===== src/rtl/dbg_seq_pkg.sv =====
package dbg_seq_pkg;

  localparam int DW   = 16;
  localparam int OPW  = 3;
  localparam int IDXW = 5;

  typedef enum logic [2:0] {
    K_IR  = 3'd0,
    K_DR  = 3'd1,
    K_TLO = 3'd2,
    K_THI = 3'd3,
    K_NOP = 3'd4
  } step_kind_e;

  typedef struct packed {
    step_kind_e    kind;
    logic [DW-1:0] data;
    logic          cap;
    logic          last;
  } step_t;

  localparam logic [OPW-1:0] OP_HALT    = 3'd0;
  localparam logic [OPW-1:0] OP_RELEASE = 3'd1;
  localparam logic [OPW-1:0] OP_READ    = 3'd2;
  localparam logic [OPW-1:0] OP_WRITE   = 3'd3;
  localparam logic [OPW-1:0] OP_SETPC   = 3'd4;
  localparam logic [OPW-1:0] OP_POR     = 3'd5;

  // step counts per operation
  localparam logic [IDXW-1:0] N_HALT    = 5'd6;
  localparam logic [IDXW-1:0] N_RELEASE = 5'd5;
  localparam logic [IDXW-1:0] N_RDTAIL  = 5'd9;
  localparam logic [IDXW-1:0] N_WRITE   = 5'd8;
  localparam logic [IDXW-1:0] N_SETPC   = 5'd13;
  localparam logic [IDXW-1:0] N_PORHEAD = 5'd10;

  // control-signal words
  localparam logic [DW-1:0] CW_RUN      = 16'h2401;
  localparam logic [DW-1:0] CW_RD_WORD  = 16'h2409;
  localparam logic [DW-1:0] CW_RD_BYTE  = 16'h2419;
  localparam logic [DW-1:0] CW_WR_WORD  = 16'h2408;
  localparam logic [DW-1:0] CW_WR_BYTE  = 16'h2418;
  localparam logic [DW-1:0] CW_PC_LOAD  = 16'h3401;
  localparam logic [DW-1:0] CW_RESET    = 16'h2C01;
  localparam logic [DW-1:0] DV_SELFJMP  = 16'h3FFF;
  localparam logic [DW-1:0] DV_MOVPC    = 16'h4030;
  localparam logic [DW-1:0] WDOG_ADDR   = 16'h0120;
  localparam logic [DW-1:0] WDOG_HOLD   = 16'h5A80;

  function automatic step_t mk(step_kind_e k, logic [DW-1:0] d, logic c);
    step_t s;
    s.kind = k;
    s.data = d;
    s.cap  = c;
    s.last = 1'b0;
    return s;
  endfunction

endpackage


===== src/rtl/dbg_seq_steps.sv =====
module dbg_seq_steps
  import dbg_seq_pkg::*;
#(
  parameter logic [7:0]    OPC_CTRL  = 8'h13,
  parameter logic [7:0]    OPC_DATA  = 8'h41,
  parameter logic [7:0]    OPC_ADDR  = 8'h83,
  parameter logic [7:0]    OPC_ACAP  = 8'h84,
  parameter logic [7:0]    OPC_D2A   = 8'h85,
  parameter logic [DW-1:0] BYTE_LIM  = 16'h00FF
) (
  input  logic [OPW-1:0]  op,
  input  logic [IDXW-1:0] idx,
  input  logic [DW-1:0]   addr,
  input  logic [DW-1:0]   wdata,
  output step_t           step
);

  localparam logic [DW-1:0] I_CTRL = {{(DW-8){1'b0}}, OPC_CTRL};
  localparam logic [DW-1:0] I_DATA = {{(DW-8){1'b0}}, OPC_DATA};
  localparam logic [DW-1:0] I_ADDR = {{(DW-8){1'b0}}, OPC_ADDR};
  localparam logic [DW-1:0] I_ACAP = {{(DW-8){1'b0}}, OPC_ACAP};
  localparam logic [DW-1:0] I_D2A  = {{(DW-8){1'b0}}, OPC_D2A};
  localparam logic [DW-1:0] ZERO   = '0;

  function automatic step_t halt_step(logic [IDXW-1:0] i);
    case (i)
      5'd0:    return mk(K_IR,  I_DATA, 1'b0);
      5'd1:    return mk(K_DR,  DV_SELFJMP, 1'b0);
      5'd2:    return mk(K_TLO, ZERO, 1'b0);
      5'd3:    return mk(K_IR,  I_CTRL, 1'b0);
      5'd4:    return mk(K_DR,  CW_RD_WORD, 1'b0);
      default: return mk(K_THI, ZERO, 1'b0);
    endcase
  endfunction

  function automatic step_t release_step(logic [IDXW-1:0] i);
    case (i)
      5'd0:    return mk(K_TLO, ZERO, 1'b0);
      5'd1:    return mk(K_IR,  I_CTRL, 1'b0);
      5'd2:    return mk(K_DR,  CW_RUN, 1'b0);
      5'd3:    return mk(K_IR,  I_ACAP, 1'b0);
      default: return mk(K_THI, ZERO, 1'b0);
    endcase
  endfunction

  function automatic step_t read_step(logic [IDXW-1:0] i, logic [DW-1:0] a);
    case (i)
      5'd0:    return mk(K_TLO, ZERO, 1'b0);
      5'd1:    return mk(K_IR,  I_CTRL, 1'b0);
      5'd2:    return mk(K_DR,  (a > BYTE_LIM) ? CW_RD_WORD : CW_RD_BYTE, 1'b0);
      5'd3:    return mk(K_IR,  I_ADDR, 1'b0);
      5'd4:    return mk(K_DR,  a, 1'b0);
      5'd5:    return mk(K_IR,  I_D2A, 1'b0);
      5'd6:    return mk(K_THI, ZERO, 1'b0);
      5'd7:    return mk(K_TLO, ZERO, 1'b0);
      default: return mk(K_DR,  ZERO, 1'b1);
    endcase
  endfunction

  function automatic step_t write_step(logic [IDXW-1:0] i, logic [DW-1:0] a,
                                       logic [DW-1:0] d);
    case (i)
      5'd0:    return mk(K_TLO, ZERO, 1'b0);
      5'd1:    return mk(K_IR,  I_CTRL, 1'b0);
      5'd2:    return mk(K_DR,  (a > BYTE_LIM) ? CW_WR_WORD : CW_WR_BYTE, 1'b0);
      5'd3:    return mk(K_IR,  I_ADDR, 1'b0);
      5'd4:    return mk(K_DR,  a, 1'b0);
      5'd5:    return mk(K_IR,  I_D2A, 1'b0);
      5'd6:    return mk(K_DR,  d, 1'b0);
      default: return mk(K_THI, ZERO, 1'b0);
    endcase
  endfunction

  function automatic step_t setpc_step(logic [IDXW-1:0] i, logic [DW-1:0] v);
    case (i)
      5'd0:    return mk(K_IR,  I_CTRL, 1'b0);
      5'd1:    return mk(K_DR,  CW_PC_LOAD, 1'b0);
      5'd2:    return mk(K_IR,  I_DATA, 1'b0);
      5'd3:    return mk(K_DR,  DV_MOVPC, 1'b0);
      5'd4:    return mk(K_TLO, ZERO, 1'b0);
      5'd5:    return mk(K_THI, ZERO, 1'b0);
      5'd6:    return mk(K_DR,  v, 1'b0);
      5'd7:    return mk(K_TLO, ZERO, 1'b0);
      5'd8:    return mk(K_IR,  I_ACAP, 1'b0);
      5'd9:    return mk(K_THI, ZERO, 1'b0);
      5'd10:   return mk(K_TLO, ZERO, 1'b0);
      5'd11:   return mk(K_IR,  I_CTRL, 1'b0);
      default: return mk(K_DR,  CW_RUN, 1'b0);
    endcase
  endfunction

  function automatic step_t por_step(logic [IDXW-1:0] i);
    case (i)
      5'd0:    return mk(K_IR,  I_CTRL, 1'b0);
      5'd1:    return mk(K_DR,  CW_RESET, 1'b0);
      5'd2:    return mk(K_DR,  CW_RUN, 1'b0);
      5'd3, 5'd5, 5'd7:
               return mk(K_TLO, ZERO, 1'b0);
      5'd4, 5'd6:
               return mk(K_THI, ZERO, 1'b0);
      5'd8:    return mk(K_IR,  I_ACAP, 1'b1);
      default: return mk(K_THI, ZERO, 1'b0);
    endcase
  endfunction

  logic [IDXW-1:0] len;

  always_comb begin
    step = mk(K_NOP, ZERO, 1'b0);
    len  = 5'd1;
    case (op)
      OP_HALT: begin
        step = halt_step(idx);
        len  = N_HALT;
      end
      OP_RELEASE: begin
        step = release_step(idx);
        len  = N_RELEASE;
      end
      OP_READ: begin
        step = (idx < N_HALT) ? halt_step(idx) : read_step(idx - N_HALT, addr);
        len  = N_HALT + N_RDTAIL;
      end
      OP_WRITE: begin
        step = write_step(idx, addr, wdata);
        len  = N_WRITE;
      end
      OP_SETPC: begin
        step = setpc_step(idx, wdata);
        len  = N_SETPC;
      end
      OP_POR: begin
        step = (idx < N_PORHEAD) ? por_step(idx)
                                 : write_step(idx - N_PORHEAD, WDOG_ADDR, WDOG_HOLD);
        len  = N_PORHEAD + N_WRITE;
      end
      default: begin
        step = mk(K_NOP, ZERO, 1'b0);
        len  = 5'd1;
      end
    endcase
    step.last = (idx == len - 5'd1);
  end

endmodule


===== src/rtl/dbg_seq_issue.sv =====
module dbg_seq_issue
  import dbg_seq_pkg::*;
(
  input  logic          clk,
  input  logic          rst_n,
  input  logic          go,
  input  logic [1:0]    kind,
  input  logic [DW-1:0] data,
  output logic          cmd_valid,
  input  logic          cmd_ready,
  output logic [1:0]    cmd_kind,
  output logic [DW-1:0] cmd_data,
  input  logic          eng_done,
  input  logic [DW-1:0] eng_rdata,
  output logic          ack,
  output logic [DW-1:0] ack_data
);

  logic in_flight;

  assign cmd_valid = go && !in_flight;
  assign cmd_kind  = kind;
  assign cmd_data  = data;
  assign ack       = in_flight && eng_done;
  assign ack_data  = eng_rdata;

  always_ff @(posedge clk or negedge rst_n) begin
    if (!rst_n) begin
      in_flight <= 1'b0;
    end else if (cmd_valid && cmd_ready) begin
      in_flight <= 1'b1;
    end else if (ack) begin
      in_flight <= 1'b0;
    end
  end

endmodule


===== src/rtl/dbg_seq_ctrl.sv =====
module dbg_seq_ctrl
  import dbg_seq_pkg::*;
(
  input  logic            clk,
  input  logic            rst_n,
  input  logic            req_valid,
  input  logic [OPW-1:0]  req_op,
  input  logic [DW-1:0]   req_addr,
  input  logic [DW-1:0]   req_wdata,
  output logic            req_ready,
  output logic            busy,
  output logic            done,
  output logic [DW-1:0]   rdata,
  input  step_t           step,
  input  logic            ack,
  input  logic [DW-1:0]   ack_data,
  output logic [OPW-1:0]  op_q,
  output logic [DW-1:0]   addr_q,
  output logic [DW-1:0]   wdata_q,
  output logic [IDXW-1:0] idx,
  output logic            go
);

  logic [DW-1:0] cap_q, cap_next;
  logic          is_nop;

  assign is_nop    = (step.kind == K_NOP);
  assign req_ready = !busy;
  assign go        = busy && !is_nop;

  always_comb begin
    cap_next = cap_q;
    if (ack && step.cap) begin
      cap_next = (step.kind == K_IR) ? {{(DW-8){1'b0}}, ack_data[7:0]} : ack_data;
    end
  end

  always_ff @(posedge clk or negedge rst_n) begin
    if (!rst_n) begin
      busy    <= 1'b0;
      done    <= 1'b0;
      rdata   <= '0;
      cap_q   <= '0;
      op_q    <= '0;
      addr_q  <= '0;
      wdata_q <= '0;
      idx     <= '0;
    end else begin
      done <= 1'b0;
      if (!busy) begin
        if (req_valid) begin
          busy    <= 1'b1;
          op_q    <= req_op;
          addr_q  <= req_addr;
          wdata_q <= req_wdata;
          idx     <= '0;
          cap_q   <= '0;
        end
      end else if (is_nop) begin
        busy  <= 1'b0;
        done  <= 1'b1;
        rdata <= cap_q;
      end else if (ack) begin
        cap_q <= cap_next;
        if (step.last) begin
          busy  <= 1'b0;
          done  <= 1'b1;
          rdata <= cap_next;
        end else begin
          idx <= idx + 5'd1;
        end
      end
    end
  end

endmodule


===== src/rtl/dbg_seq.sv =====
module dbg_seq
  import dbg_seq_pkg::*;
#(
  parameter logic [7:0]  OPC_CTRL = 8'h13,
  parameter logic [7:0]  OPC_DATA = 8'h41,
  parameter logic [7:0]  OPC_ADDR = 8'h83,
  parameter logic [7:0]  OPC_ACAP = 8'h84,
  parameter logic [7:0]  OPC_D2A  = 8'h85,
  parameter logic [15:0] BYTE_LIM = 16'h00FF
) (
  input  logic        clk,
  input  logic        rst_n,
  input  logic        req_valid,
  output logic        req_ready,
  input  logic [2:0]  req_op,
  input  logic [15:0] req_addr,
  input  logic [15:0] req_wdata,
  output logic        busy,
  output logic        done,
  output logic [15:0] rdata,
  output logic        eng_cmd_valid,
  input  logic        eng_cmd_ready,
  output logic [1:0]  eng_cmd_kind,
  output logic [15:0] eng_cmd_data,
  input  logic        eng_done,
  input  logic [15:0] eng_rdata
);

  step_t           step;
  logic            ack, go;
  logic [DW-1:0]   ack_data, addr_q, wdata_q;
  logic [OPW-1:0]  op_q;
  logic [IDXW-1:0] idx;

  dbg_seq_ctrl u_ctrl (
    .clk       (clk),
    .rst_n     (rst_n),
    .req_valid (req_valid),
    .req_op    (req_op),
    .req_addr  (req_addr),
    .req_wdata (req_wdata),
    .req_ready (req_ready),
    .busy      (busy),
    .done      (done),
    .rdata     (rdata),
    .step      (step),
    .ack       (ack),
    .ack_data  (ack_data),
    .op_q      (op_q),
    .addr_q    (addr_q),
    .wdata_q   (wdata_q),
    .idx       (idx),
    .go        (go)
  );

  dbg_seq_steps #(
    .OPC_CTRL (OPC_CTRL),
    .OPC_DATA (OPC_DATA),
    .OPC_ADDR (OPC_ADDR),
    .OPC_ACAP (OPC_ACAP),
    .OPC_D2A  (OPC_D2A),
    .BYTE_LIM (BYTE_LIM)
  ) u_steps (
    .op    (op_q),
    .idx   (idx),
    .addr  (addr_q),
    .wdata (wdata_q),
    .step  (step)
  );

  dbg_seq_issue u_issue (
    .clk       (clk),
    .rst_n     (rst_n),
    .go        (go),
    .kind      (step.kind[1:0]),
    .data      (step.data),
    .cmd_valid (eng_cmd_valid),
    .cmd_ready (eng_cmd_ready),
    .cmd_kind  (eng_cmd_kind),
    .cmd_data  (eng_cmd_data),
    .eng_done  (eng_done),
    .eng_rdata (eng_rdata),
    .ack       (ack),
    .ack_data  (ack_data)
  );

endmodule


===== config.mk =====
export PLATFORM = sky130hd
export DESIGN_NAME = dbg_seq
export DESIGN_NICKNAME = d
export VERILOG_FILES = /design/src/rtl/dbg_seq_pkg.sv /design/src/rtl/dbg_seq_steps.sv /design/src/rtl/dbg_seq_issue.sv /design/src/rtl/dbg_seq_ctrl.sv /design/src/rtl/dbg_seq.sv
export SDC_FILE = /design/constraint.sdc
export NUM_CORES = 1
export LEC_CHECK = 0
export ABC_AREA = 1
export BUFFER_PORTS_ARGS = -buffer_cell sky130_fd_sc_hd__buf_4
export CAP_MARGIN = 20
export CELL_PAD_IN_SITES_DETAIL_PLACEMENT = 0
export CELL_PAD_IN_SITES_GLOBAL_PLACEMENT = 1
export CORE_UTILIZATION = 43
export CTS_BUF_LIST = sky130_fd_sc_hd__clkbuf_4 sky130_fd_sc_hd__clkbuf_8
export DETAILED_ROUTE_END_ITERATION = 8
export GPL_TIMING_DRIVEN = 1
export PLACE_DENSITY = 0.82
export SETUP_SLACK_MARGIN = 0.5
export SYNTH_ARGS = -nofsm -noshare
export SYNTH_HDL_FRONTEND = slang
export SYNTH_HIERARCHICAL = 1
export SYNTH_SLANG_ARGS = --single-unit

===== constraint.sdc =====
create_clock -name clk -period 4.6 [get_ports clk]
set_input_delay 1.15 -clock clk [delete_from_list [all_inputs] [get_ports clk]]
set_output_delay 1.15 -clock clk [all_outputs]
set_load 0.02 [all_outputs]

Word level (Yosys, flattened, before mapping). Memories as Yosys holds them, arrays and structs flattened. Cells that the tools add are included.

Bits in registers: 75. Bits in latches: 0. Memories: 1. Output and inout port bits: 38. ROM bits: 176. Input port bits: 56. RAM bits: 0. Word-level logic and storage cells: 115.

Memory list: (name not given) (words 16, bits a word 11, read ports 1, clocked after Yosys merged registers in 0, wr ports 0, line dbg_seq_steps.sv:93) `case (i)`.

Add/subtract/negate cells: 4. Order comparisons: 3. Div/mod/pow operators: 0. Muxes and demuxes: 38. Reductions and logical operators: 25. Multipliers: 0. Bitwise gates (word level): 1. Shift-type cells: 0. Equality and inequality tests: 34.

Operators with widths (number): $pmux W20 S7 (3); $pmux W20 S8 (1); $mux W16 (9); $pmux W21 S6 (1); $pmux W20 S5 (1); $pmux W20 S4 (1); $eq A5 B3 Y1 const B (11); $mux W21 (2); $mux W5 (7); $eq A5 B2 Y1 const B (6); $pmux W5 S6 (1); $eq A5 B4 Y1 const B (4); $mux W20 (1); $gt A16 B8 Y1 const B (1); $eq A5 B1 Y1 const B (3); $logic_not A5 Y1 (3); $mux W1 (11); $eq A3 B3 Y1 const B (3); $reduce_bool A2 Y1 (4); $eq A3 B2 Y1 const B (2); $logic_not A3 Y1 (2); $ne A2 B2 Y1 const B (3); $reduce_and A3 Y1 (2); $reduce_or A2 Y1 (3); 14 further kinds (20).

Longest topological paths before layout. Gate-level depths: netlist (run 1).

Depth after elaboration: 12. Depth in mapped cells: 22. Gate-level depth less buffers: 20.

By module. Netlist (run 1), hierarchy kept.

By module, submodules not included: dbg_seq_ctrl (instances 1, area each 3577.2 sq um, cells an instance 387, seq. area each 1851.8 sq um); dbg_seq_steps (instances 1, area each 2132.0 sq um, cells an instance 422, seq. area each 0.0 sq um); dbg_seq_issue (instances 1, area each 315.3 sq um, cells an instance 44, seq. area each 25.0 sq um).

Worst setup path before layout (run 1). Ideal clock, no wire load.

Kind: register to output. From: reg u_ctrl.idx[1]. To: out eng_cmd_valid. Path buffers: 3. Setup slack: 0.819 ns. Arrival time: 2.631 ns. Cell stages (with the launch flop): 21. Data required time: 3.450 ns. Path through: dfrtp_1 > inv_1 > ha_1 > buf_2 > nand2_2 > inv_1 > nand2_1 > buf_4 > nand3_1 > nor2_1 > nand3_1 > a21oi_1 > nor2_1 > nand3_1 > nor2_2 > nand2_2 > inv_2 > buf_2 > nor2_1 > inv_1 > nor2_1.

RTL lines: from (decl) (line dbg_seq_ctrl.sv:20) `output logic [IDXW-1:0] idx,`; from (signal assigned) (line dbg_seq_ctrl.sv:70) `idx <= idx + 5'd1;`; to (decl) (line dbg_seq.sv:21) `output logic eng_cmd_valid,`.

Worst setup path after layout (run 1).
From: reg u_ctrl.idx[2]. To: out eng_cmd_valid.

Longest elaborated chain between the ends: 10. Elaborated cells between the ends (all ways): 50. Those cells by class: 2 x add/sub; 2 x order compare; 25 x eq/ne; 10 x mux; 10 x reduce/logical; 1 x memory.

RTL lines: $sub A5 B3 Y5 (line dbg_seq_steps.sv:121) `step = (idx < N_HALT) ? halt_step(idx) : read_step(idx - N_HALT, addr);`; $eq A5 B3 Y1 / $logic_not A5 Y1 (equally long branches) (line dbg_seq_steps.sv:47) `case (i)`; $reduce_or A2 Y1 (no source line); $pmux W20 S7 (line dbg_seq_steps.sv:47); $mux W20 (line dbg_seq_steps.sv:121); $pmux W21 S6 (*) (line dbg_seq_steps.sv:111) `case (op)`; $eq A3 B3 Y1 (*) (line dbg_seq_ctrl.sv:27) `assign is_nop = (step.kind == K_NOP);`; $logic_not A1 Y1 (*) (line dbg_seq_ctrl.sv:29) `assign go = busy && !is_nop;`; $logic_and A1 B1 Y1 (*) (line dbg_seq_ctrl.sv:29); named net go (line dbg_seq.sv:30) `logic ack, go;`; $logic_and A1 B1 Y1 (*) (line dbg_seq_issue.sv:21) `assign cmd_valid = go && !in_flight;`.

The timed path passes the listed nets; every way through them passes the cells marked *.

==> results of run 1 <==
cell usage in the layout (no fill, tap or decap), types with 10 or more instances in the layout:
cell,netlist,routed
nand3_1,50,48
clkbuf_8,0,10
dfrtp_1,75,70
nor2_2,13,13
inv_2,8,10
inv_1,72,68
nand4_1,15,15
mux2_4,29,29
nor2_1,76,72
a21oi_1,18,18
buf_4,37,112
nand2_1,307,303
nand2_2,14,14
o21ai_1,10,10
o21ai_0,32,32
routing by layer:
metal	share of wire (%)	vias up	global-route usage (%)	routed length, µm
met3	8.0	27	5.849	1417
met1	42	2701	32.64	7501
met5	0	-	0	0
met4	2.1	0	8.025	378
met2	48	246	39.69	8474
li1	-	2828	-	-
state kept, by name (all words and copies together), names as in the netlist:
| register | count |
|---|---|
| u_ctrl/done | 1 |
| u_ctrl/rdata | 16 |
| u_ctrl/op_q | 3 |
| u_issue/in_flight | 1 |
| u_ctrl/cap_q | 16 |
| u_ctrl/idx | 5 |
| u_ctrl/busy | 1 |
| u_ctrl/addr_q | 16 |
| u_ctrl/wdata_q | 16 |
path summary, 6_finish.rpt:
kind                                    end  slack (ns)  depth (start not counted)
max                           eng_cmd_valid        0.71                         17
min in group asynchronous   u_ctrl/rdata[1]        0.62                          1
max reg2reg                 u_ctrl/rdata[8]        1.42                         14
max in group asynchronous  u_ctrl/addr_q[0]        3.42                          2
min reg2reg                u_ctrl/rdata[14]        0.49                          2
min                        u_ctrl/rdata[14]        0.49                          2
logic make-up after synthesis:
group                    share of synthesized area (%)
AO/OA/AOI/OAI                                    8.266
AND/OR/NAND/NOR                                  36.34
XOR/XNOR                                         1.163
buffers and inverters                            12.86
multiplexers                                     8.349
flip-flops                                       31.15
adder cells (fa/ha/maj)                          1.869
worst min-delay path, delay by kind of cell (launching register included):
family | cells | cell delay (ns)
flip-flops | 1 | 0.36
AND/OR/NAND/NOR | 2 | 0.11
per-stage QoR:
stage | utilization (%) | area (µm²)
floorplan | - | 6025
global placement | 48.40 | 6511
detailed placement | 48.40 | 6511
CTS | 50.58 | 6804
global route | 52.26 | 7030
finish | 52.26 | 7030
final cells by class:
cell class                 count  share of cell area [%]
multi-input combinational    637                   50.22
timing repair buffer         113                   12.35
inverter                      82                   4.520
sequential                    75                   26.78
tap                          176                   3.132
clock inverter                 6                   1.032
clock buffer                  10                   1.958
report_power, final:
part,switching (mW),internal [mW]
sequential,0.222,0.883
clock,0.281,0.271
combinational,1.73,1.16
total,2.24,2.31
repair_timing:
action                                  in CTS  in global routing
resized for setup                           15                 28
buffers inserted                             5                 10
endpoints found under the setup margin       1                  1
pin swaps                                    1                  2
==> metrics.md, run 1 <==
| Metric | Value |
|---|---|
| Final slew viol count | `0` |
| Row count | `42` |
| Vias | `5802` |
| Setup-failing EPs final | `0` |
| Synth area leader | `dfrtp_1` |
| Final Hold Fails | `0` |
| Drt initial violations | `516` |
| Antenna-violating nets left | `0` |
| Fin worst setup slack | `0.7101 ns` |
| CTS buffer count | `9` |
| Most frequent CP cell | `nand2_1` |
| CTS tree | `done` |
| Area delta synth->final | `16.70%` |
| Data arrival time of the worst path | `2.74 ns` |
| Min-delay src | `u_ctrl/rdata[14]` |
| Critical path fanouts, max | `11` |
| Max-cap violation count | `0` |
| Residual DRC | `0` |
| Pwr/cell area | `647.3 nW/µm²` |
| Vias in the first global route | `5307` |
| Die width | `120.4 µm` |
| Pre-CTS setup slack | `0.5511 ns` |
| Avg Inst Size Synth | `7.063 µm²` |
| Worst Setup Start Kind | `flip-flop` |
| Warnings from Yosys | `6` |
| Pre-antenna DRT Iters | `6` |
| Die area | `14490 µm²` |
| Synth top cells by count | `307 x nand2_1, 76 x nor2_1, 75 x dfrtp_1` |
| CTS Hold Bufs | `0` |
| Fmax | `0.2571 GHz` |
| Synth top area cells | `dfrtp_1 31%, nand2_1 19%, mux2_4 7.2%` |
| FFs w/ async S/R, synth | `100.0%` |
| CP Cell Sequence | `buf_4, o21ai_1, nand2_1, nand2_2, nor2_4, nor2_1, nand2_1, nand2_1, nand3_1, nand2_1, nor2_4, nand2_2, inv_2, nor2_1, inv_1, nor2_1, buf_4` |
| Critical Path Sink Type | `output port` |
| Synth unique cells | `46` |
| Tot GR Track Use | `24.70%` |
| Synth Flop Type | `dfrtp_1` |
| Clk_skew | `0.01564 ns` |
| Final #Nets | `983` |
| Final GP Congestion | `0.9731` |
| Hold crit path type | `flip-flop to flip-flop` |
| Syn Inst Count | `853` |
| Worst VDD drop | `0.3727 mV` |
| I/O pins | `94` |
| H-tree depth | `3` |
| Ant. Diodes | `0` |
| TNS Setup | `0 ns` |
| Most common cell in the netlist | `nand2_1` |
| Slowest stage cell, crit path | `dfrtp_2` |
| Yosys reg bits | `75` |
| Critical path buffer and inverter count | `4` |
| Initial antenna violation count | `0` |
| Worst Setup SP | `u_ctrl/idx[2]` |
| CP peak stage delay | `0.46 ns` |
| WL/cell | `16.17 µm` |
| Placed insts | `1067` |
| Top cell family by delay on the critical path | `simple AND/OR/NAND/NOR gates` |
| Largest net degree at the start of global routing | `76` |
| Share of the synthesized area in the top cell type | `31.15%` |
| Crit path time final | `3.890 ns` |
| Bufs on Longest Clock Path | `2` |
| R2R Path Start | `u_ctrl/op_q[2]` |
| Register area share after synthesis | `31.15%` |
| WP data required | `3.45 ns` |
| Die Ht | `120.4 µm` |
| LEAKAGE | `3.813 nW` |
| Final HPWL DP | `13.15 mm` |
| WHS | `0.4915 ns` |
| Via density | `5.279` |
| Slew HR | `55.28%` |
| Fillers | `1361` |
| First-pass GRT wire length | `27.89 mm` |
| GR Overflow Total | `0` |
| Non-Filler Instances | `1099` |
| Clock Latency Late Sink | `0.37 ns` |
| Area occupied by multi-input gates | `3531 µm²` |
| Worst Tran Pin Value | `0.6671 ns` |
| Number of synthesized flops with an enable pin | `0` |
| RSZ-0062 raised after global routing | `false` |
| Wirelength, routed | `17.77 mm` |
| Synthesized area | `6025 µm²` |
| Final period utilization | `84.56%` |
| Register area | `1883 µm²` |
| Post-Syn Nets | `918` |
| Core area | `13450 µm²` |
| IO Port Bufs | `93` |
| Total power | `4.551 mW` |
| Clk slew on worst S/H paths | `0.09 ns` |
| Initial Utilization | `44.78%` |
| CTS root buffer | `clkbuf_8` |
| Share of cells above drive strength 1 | `26.76%` |
| CP Class | `flip-flop to output port` |
| Clk sinks | `75` |
| Status | `complete, no violations` |
(Power assumes the default switching activity.)
==> run 2, diff against run 1 <==
ABC_AREA = 0   (was 1)
PLACE_DENSITY = 0.81   (was 0.82)
clock period = 3.8 ns   (was 4.6 ns; I/O delays follow)
==> run 2 against run 1 <==
Effect of this change:
- the run now ends with negative setup slack left
- count of clock-buffer cells in the layout down 1
- core utilization up 11 points
- sequential power up 31%
- final cell count down 7.6%
- synthesized area down 9.1%
==> metrics.md, run 2 <==
| Metric | Value |
|---|---|
| Drt initial violations | `556 (+7.8%)` |
| Clk sinks | `75 (unchanged)` |
| Wirelength, routed | `20.22 mm (+14%)` |
| Commonest non-fill, non-tap cell in the layout | `nand2_1` |
| Critical path buffer and inverter count | `3 (-1)` |
| Initial antenna violation count | `0 (unchanged)` |
| Warnings from Yosys | `6 (unchanged)` |
| P_sw | `3.330 mW (+49%)` |
| Worst Tran Pin Value | `0.9568 ns (+0.2897 ns)` |
| CP Class | `flip-flop to output port` |
| Final GP Congestion | `0.9930 (+2.0%)` |
| Synth top cells by count | `195 x nand2_1, 75 x dfrtp_1, 47 x a21oi_1` |
| Ant. Diodes | `0 (unchanged)` |
| Max-cap violation count | `0 (unchanged)` |
| Data arrival time of the worst path | `2.92 ns (+0.18 ns)` |
| Final Hold Fails | `0 (unchanged)` |
| Die Ht | `114.8 µm (-4.6%)` |
| RSZ-0062 raised after global routing | `true` |
| Gate power share | `70.4% (+6.8 points)` |
| Seq pwr share | `21.0% (-3.3 points)` |
| Post-Syn Nets | `771 (-16%)` |
| CP peak stage delay | `0.43 ns (-0.03 ns)` |
| First-pass GRT wire length | `30.79 mm (+10%)` |
| Switching Fraction | `48.19% (-0.94 points)` |
| WL/cell | `19.91 µm (+23%)` |
| Area delta synth->final | `41.04%` |
| Residual DRC | `0 (unchanged)` |
| WP data required | `2.85 ns (-0.60 ns)` |
| Vias in the first global route | `5586 (+5.3%)` |
| Setup-failing EPs final | `2 (+2)` |
| Worst VDD drop | `0.4326 mV (+16%)` |
| Die width | `114.8 µm (-4.6%)` |
| Crit path time final | `3.866 ns` |
| Via density | `5.756 (+9.0%)` |
| Clock Latency Late Sink | `0.38 ns (about the same)` |
| Pint | `3.579 mW (+55%)` |
| Synth Flop Type | `dfrtp_1` |
| Worst Setup Start Kind | `flip-flop` |
| Register area share after synthesis | `34.28% (+3.1 points)` |
| Slowest stage cell, crit path | `dfrtp_2` |
| Pre-CTS setup slack | `0.2116 ns (-0.3395 ns)` |
| Synth area leader | `dfrtp_1` |
| Avg Inst Size Synth | `7.755 µm² (+9.8%)` |
| Antenna-violating nets left | `0 (unchanged)` |
| CTS Hold Bufs | `0 (unchanged)` |
| Non-Filler Instances | `1016 (-7.6%)` |
| Clk_skew | `0.02090 ns (+0.005251 ns)` |
| Initial Utilization | `44.84% (+0.054 points)` |
| Syn Inst Count | `706 (-17%)` |
| Largest net degree at the start of global routing | `76 (unchanged)` |
| Final #Nets | `908 (-7.6%)` |
| IO Port Bufs | `93 (unchanged)` |
| Final HPWL DP | `14.43 mm (+9.7%)` |
| Final period utilization | `101.7%` |
| Commonest non-fill, non-tap cells in the layout | `188 x nand2_1, 149 x buf_4, 68 x dfrtp_1` |
| CTS tree | `done` |
| Pre-antenna DRT Iters | `5 (-1)` |
| Fmax | `0.2587 GHz` |
| Hold crit path type | `flip-flop to flip-flop` |
| I/O pins | `94 (unchanged)` |
| Synth unique cells | `78 (+70%)` |
| Share of the synthesized area in the top cell type | `34.28% (+3.1 points)` |
| CTS buffer count | `9 (unchanged)` |
| Share of cells above drive strength 1 | `38.80% (+12 points)` |
| Vias | `5848 (+0.79%)` |
| Tot GR Track Use | `31.19% (+6.5 points)` |
| Most common cell in the netlist | `nand2_1` |
| Number of synthesized flops with an enable pin | `0 (unchanged)` |
| Register area | `1886 µm² (+0.13%)` |
| GR Overflow Total | `0 (unchanged)` |
| Yosys reg bits | `75 (unchanged)` |
| Fillers | `1123 (-17%)` |
| Area occupied by multi-input gates | `3642 µm² (+3.2%)` |
| Synthesized area | `5475 µm² (-9.1%)` |
| Slew HR | `36.21% (-19 points)` |
| Synth top area cells | `dfrtp_1 34%, nand2_1 13%, buf_4 4.9%` |
| LEAKAGE | `3.559 nW (-6.6%)` |
| Placed insts | `939 (-12%)` |
| Core area | `12210 µm² (-9.2%)` |
| Final slew viol count | `0 (unchanged)` |
| Critical path fanouts, max | `3 (-8)` |
| FFs w/ async S/R, synth | `100.0% (unchanged)` |
| CP Cell Sequence | `clkinv_4, buf_6, ha_4, nor4b_4, nand2_2, a311oi_2, a21boi_1, nand4b_1, nor3b_4, nor2_1, nor2b_4, buf_6` |
| Pwr/cell area | `894.7 nW/µm² (+38%)` |
| Top cell family by delay on the critical path | `simple AND/OR/NAND/NOR gates` |
| Bufs on Longest Clock Path | `2 (unchanged)` |
| H-tree depth | `3 (unchanged)` |
| Clock network fraction of total power | `8.6% (-3.5 points)` |
| Die area | `13190 µm² (-9.0%)` |
| CTS root buffer | `clkbuf_8` |
| Most frequent CP cell | `buf_6` |
| Critical Path Sink Type | `output port` |
| Row count | `40 (-4.8%)` |
| Fin worst setup slack | `-0.06550 ns (-0.7756 ns)` |
| Clk slew on worst S/H paths | `0.09 ns (about the same)` |
| Failing checks | `negative setup slack` |
| Status | `finished, violations left` |
## run 2: through the flow
stage / area (µm²) / power, mW / util, % / hold WS [ns] / setup TNS (ns)
2_1_floorplan: 5589 / 3.779 / - / 0.4455 / 0
3_3_place_gp: 6325 / 4.890 / 51.79 / 0.4628 / 0
3_5_place_dp: 6325 / 4.908 / 51.79 / 0.4626 / 0
4_1_cts: 7166 / 6.208 / 58.68 / 0.4823 / -0.003050
5_1_grt: 7722 / 7.299 / 63.24 / 0.4952 / -0.5133
6_report: 7722 / 6.909 / 63.24 / 0.4804 / -0.1190
## run 2: worst min-delay path, stage by stage, from the launching register on
cell     delay (ns)
dfrtp_1        0.35
nand2_1        0.05
nand2_1        0.05
## run 2: layout make-up
type | instances | share of cell area [%]
Clock buffer | 9 | 1.604
Clock inverter | 7 | 0.7615
Inverter | 13 | 0.7939
Multi-Input combinational cell | 544 | 47.16
Sequential cell | 75 | 24.42
Tap cell | 168 | 2.722
Timing Repair Buffer | 200 | 22.54
## run 2: cells by family (layout without fill, tap and decap cells)
logic type	count (synthesis)	in the layout	synth area share (%)
xor+xnor	7	7	1.120
fa+ha+maj	9	9	2.057
mux	15	15	2.856
compound gates	191	191	23.42
buf+inv	87	229	9.529
flops	75	75	34.28
simple gates	322	322	26.74
## run 2: final timing paths
check / start / endpoint / slack (ns) / depth (start not counted)
worst max register to register: u_ctrl/idx[1] / u_ctrl/rdata[3] / 0.68 / 13
max in group asynchronous: rst_n / u_ctrl/idx[0] / 2.41 / 1
worst max-delay path: u_ctrl/idx[1] / eng_cmd_valid / -0.07 / 12
worst min-delay path: u_ctrl/wdata_q[8] / u_ctrl/wdata_q[8] / 0.48 / 2
min in group asynchronous: rst_n / u_ctrl/rdata[12] / 0.72 / 1
worst min register to register: u_ctrl/wdata_q[8] / u_ctrl/wdata_q[8] / 0.48 / 2
## run 2: layer usage
layer  wire [µm]  share of wire (%)  global-route usage [%]  vias up
met2        8873                 44                   46.02      260
met1        8912                 44                   44.35     2794
met3        1512                7.5                   5.061       61
li1            -                  -                       -     2733
met4         925                4.6                   15.24        0
met5           0                  0                       0        -
## run 2: power groups by stage
stage          clock (mW)  sequential, mW  combinational (mW)
4_1_cts             0.608            1.44                4.16
6_report            0.593            1.45                4.87
2_1_floorplan           0            1.38                2.40
3_5_place_dp            0            1.46                3.45
3_3_place_gp            0            1.45                3.44
5_1_grt             0.652            1.49                5.15
## run 2: timing repair
| item | 4_1_cts | 5_1_grt |
|---|---|---|
| buffers inserted | 33 | 28 |
| endpoints found under the setup margin | 35 | 37 |
| resized for setup | 92 | 78 |
| pin swaps | 36 | 44 |
| hold endpoints to repair | 0 | 0 |
==> run 3, diff against run 2 <==
==> constraint.sdc (replaced) <==
create_clock -name clk -period 3.8 [get_ports clk]
set_input_delay 0.95 -clock clk [delete_from_list [all_inputs] [get_ports clk]]
set_output_delay 0.95 -clock clk [all_outputs]
set_load 0.1 [all_outputs]
==> run 3 against run 2 <==
Effect of this change:
- the run still ends with negative setup slack left
- via count is 2.0% higher
- core utilization is 1.8 points higher
- final cell count is 1.6% higher
- flip-flop and latch count stayed put
- die area stayed put
- fmax is 2.1% lower
- worst setup slack worse by 0.083 ns
- critical endpoint unchanged
- highest routed layer unchanged
==> metrics.md, run 3 (synthesized netlist as in run 2, its figures left out) <==
| Metric | Value |
|---|---|
| Status | `finished, violations left` |
| Failing checks | `negative setup slack` |
| Die area | `13190 µm² (unchanged)` |
| Final #Nets | `924 (+1.8%)` |
| Setup-failing EPs final | `7 (+5)` |
| Data arrival time of the worst path | `3.00 ns (+0.08 ns)` |
| DR WL met2 | `9.773 mm (+10%)` |
| Pre-antenna DRT Iters | `5 (unchanged)` |
| CP Cell Sequence | `inv_4, ha_4, nor2_4, a211o_1, nor2_1, o22ai_1, nor4_1, nand4b_1, nor3b_4, nor2_2, nor2b_4, buf_12` |
| Final HPWL DP | `14.44 mm (about the same)` |
| Crit path time final | `3.949 ns (+0.08350 ns)` |
| Non-Filler Instances | `1032 (+1.6%)` |
| Core area | `12210 µm² (unchanged)` |
| Via density | `5.781 (+0.44%)` |
| Commonest non-fill, non-tap cells in the layout | `192 x nand2_1, 164 x buf_4, 67 x dfrtp_1` |
| CP Class | `flip-flop to output port` |
| Clk_skew | `0.01425 ns (-0.006650 ns)` |
| Final GP Congestion | `0.9625 (-3.1%)` |
| Row count | `40 (unchanged)` |
| Slowest stage cell, crit path | `dfrtp_2` |
| Max-cap violation count | `0 (unchanged)` |
| Critical Path Sink Type | `output port` |
| Clk slew on worst S/H paths | `0.09 ns (about the same)` |
| Placed Area | `6435 µm² (+1.7%)` |
| Initial Utilization | `44.84% (unchanged)` |
| CTS tree | `done` |
| Total power | `8.194 mW (+19%)` |
| Vias in the first global route | `5806 (+3.9%)` |
| WHS | `0.4805 ns (+0.00006900 ns)` |
| Placed insts | `950 (+1.2%)` |
| Vias | `5966 (+2.0%)` |
| I/O pins | `94 (unchanged)` |
| Clk sinks | `75 (unchanged)` |
| Worst VDD drop | `0.5958 mV (+38%)` |
| Die width | `114.8 µm (unchanged)` |
| Top cell family by delay on the critical path | `simple AND/OR/NAND/NOR gates` |
| Hold crit path type | `flip-flop to flip-flop` |
| First-pass GRT wire length | `31.74 mm (+3.1%)` |
| Share of cells above drive strength 1 | `39.00% (+0.21 points)` |
| WL met3 | `1.363 mm (-9.9%)` |
| CTS Hold Bufs | `0 (unchanged)` |
| Wirelength, routed | `21.18 mm (+4.7%)` |
| WP data required | `2.85 ns (about the same)` |
| H-tree depth | `3 (unchanged)` |
| Area delta synth->final | `45.16%` |
| Top routing layer used | `met4` |
| Residual DRC | `0 (unchanged)` |
| Metal1 wirelength | `9.103 mm (+2.1%)` |
| Worst Tran Pin Value | `0.9770 ns (+0.02022 ns)` |
| Worst Setup Start Kind | `flip-flop` |
| LEAKAGE | `3.658 nW (+2.8%)` |
| WL/cell | `20.52 µm (+3.1%)` |
| Final non-filler cell area | `7948 µm² (+2.9%)` |
| Tot GR Track Use | `31.93% (+0.74 points)` |
| Slew HR | `34.87% (-1.3 points)` |
| Largest net degree at the start of global routing | `76 (unchanged)` |
| Critical path fanouts, max | `5 (+2)` |
| CTS root buffer | `clkbuf_8` |
| GR Overflow Total | `0 (unchanged)` |
| Final period utilization | `103.9% (+2.2 points)` |
| CP peak stage delay | `0.48 ns (+0.05 ns)` |
| IO Port Bufs | `93 (unchanged)` |
| Pwr/cell area | `1031 nW/µm² (+15%)` |
| Fmax | `0.2532 GHz (-2.1%)` |
| Fin worst setup slack | `-0.1490 ns (-0.08350 ns)` |
| Die Ht | `114.8 µm (unchanged)` |
| Bufs on Longest Clock Path | `2 (unchanged)` |
| Ant. Diodes | `0 (unchanged)` |
| Final slew viol count | `0 (unchanged)` |
| Clock Latency Late Sink | `0.37 ns (about the same)` |
| Drt initial violations | `552 (-0.72%)` |
| Fillers | `1056 (-6.0%)` |
| Critical path buffer and inverter count | `2 (-1)` |
| CTS buffer count | `9 (unchanged)` |
| Initial antenna violation count | `0 (unchanged)` |
| Finished Core Util | `65.08% (+1.8 points)` |
| Final Hold Fails | `0 (unchanged)` |
| RSZ-0062 raised after global routing | `true` |
| Commonest non-fill, non-tap cell in the layout | `nand2_1` |
| Antenna-violating nets left | `0 (unchanged)` |
==> run 3: final timing paths <==
| check | start | to | slack, ns | depth (start not counted) |
|---|---|---|---|---|
| worst max-delay path | u_ctrl/idx[1] | eng_cmd_valid | -0.15 | 12 |
| worst min-delay path | u_ctrl/wdata_q[1] | u_ctrl/wdata_q[1] | 0.48 | 2 |
| worst max register to register | u_ctrl/idx[1] | u_issue/in_flight | -0.02 | 24 |
| worst min register to register | u_ctrl/wdata_q[1] | u_ctrl/wdata_q[1] | 0.48 | 2 |
| max in group asynchronous | rst_n | u_ctrl/idx[4] | 2.35 | 1 |
| min in group asynchronous | rst_n | u_ctrl/rdata[4] | 0.72 | 1 |
==> run 3: through the flow <==
stage	setup TNS, ns	setup WS [ns]
floorplan	0	0.2197
global placement	0	0.02163
detailed placement	0	0.02749
CTS	-0.07351	-0.05607
global route	-1.459	-0.2239
finish	-0.4724	-0.1490
==> run 3: per-layer routing <==
metal	track usage (%)	vias up
met1	41.60	2882
li1	-	2761
met2	51.20	259
met4	15.50	0
met5	0	-
met3	5.799	64
==> run 3: area by class of cell <==
class	instances	area [µm²]	area share, %
multi-input cells	545	3568	44.90
repair buffers	215	2013	25.33
flip-flops and latches	75	1889	23.77
well taps	168	210.2	2.645
clock buffers	9	123.9	1.559
clock inverters	7	81.33	1.023
inverters	13	61.31	0.7714
==> run 3: where the power goes <==
group / switching [mW] / internal [mW] / total, mW
combinational: 3.64 / 2.40 / 6.04
sequential: 0.376 / 1.12 / 1.50
clock: 0.345 / 0.315 / 0.660
==> run 3: timing repair <==
action	CTS	global route
setup buffers	36	27
resized for setup	141	48
pin swaps	34	33
hold endpoints to repair	0	0
endpoints found under the setup margin	52	45
gates cloned	0	3
==> run 3: worst reg2reg max path, delay by kind of cell, from the launching register on <==
kind	cells	cell delay, ns
mux	1	0.07
buf+inv	13	1.36
flops	1	0.48
simple gates	7	1.22
fa+ha+maj	1	0.19
compound gates	2	0.39
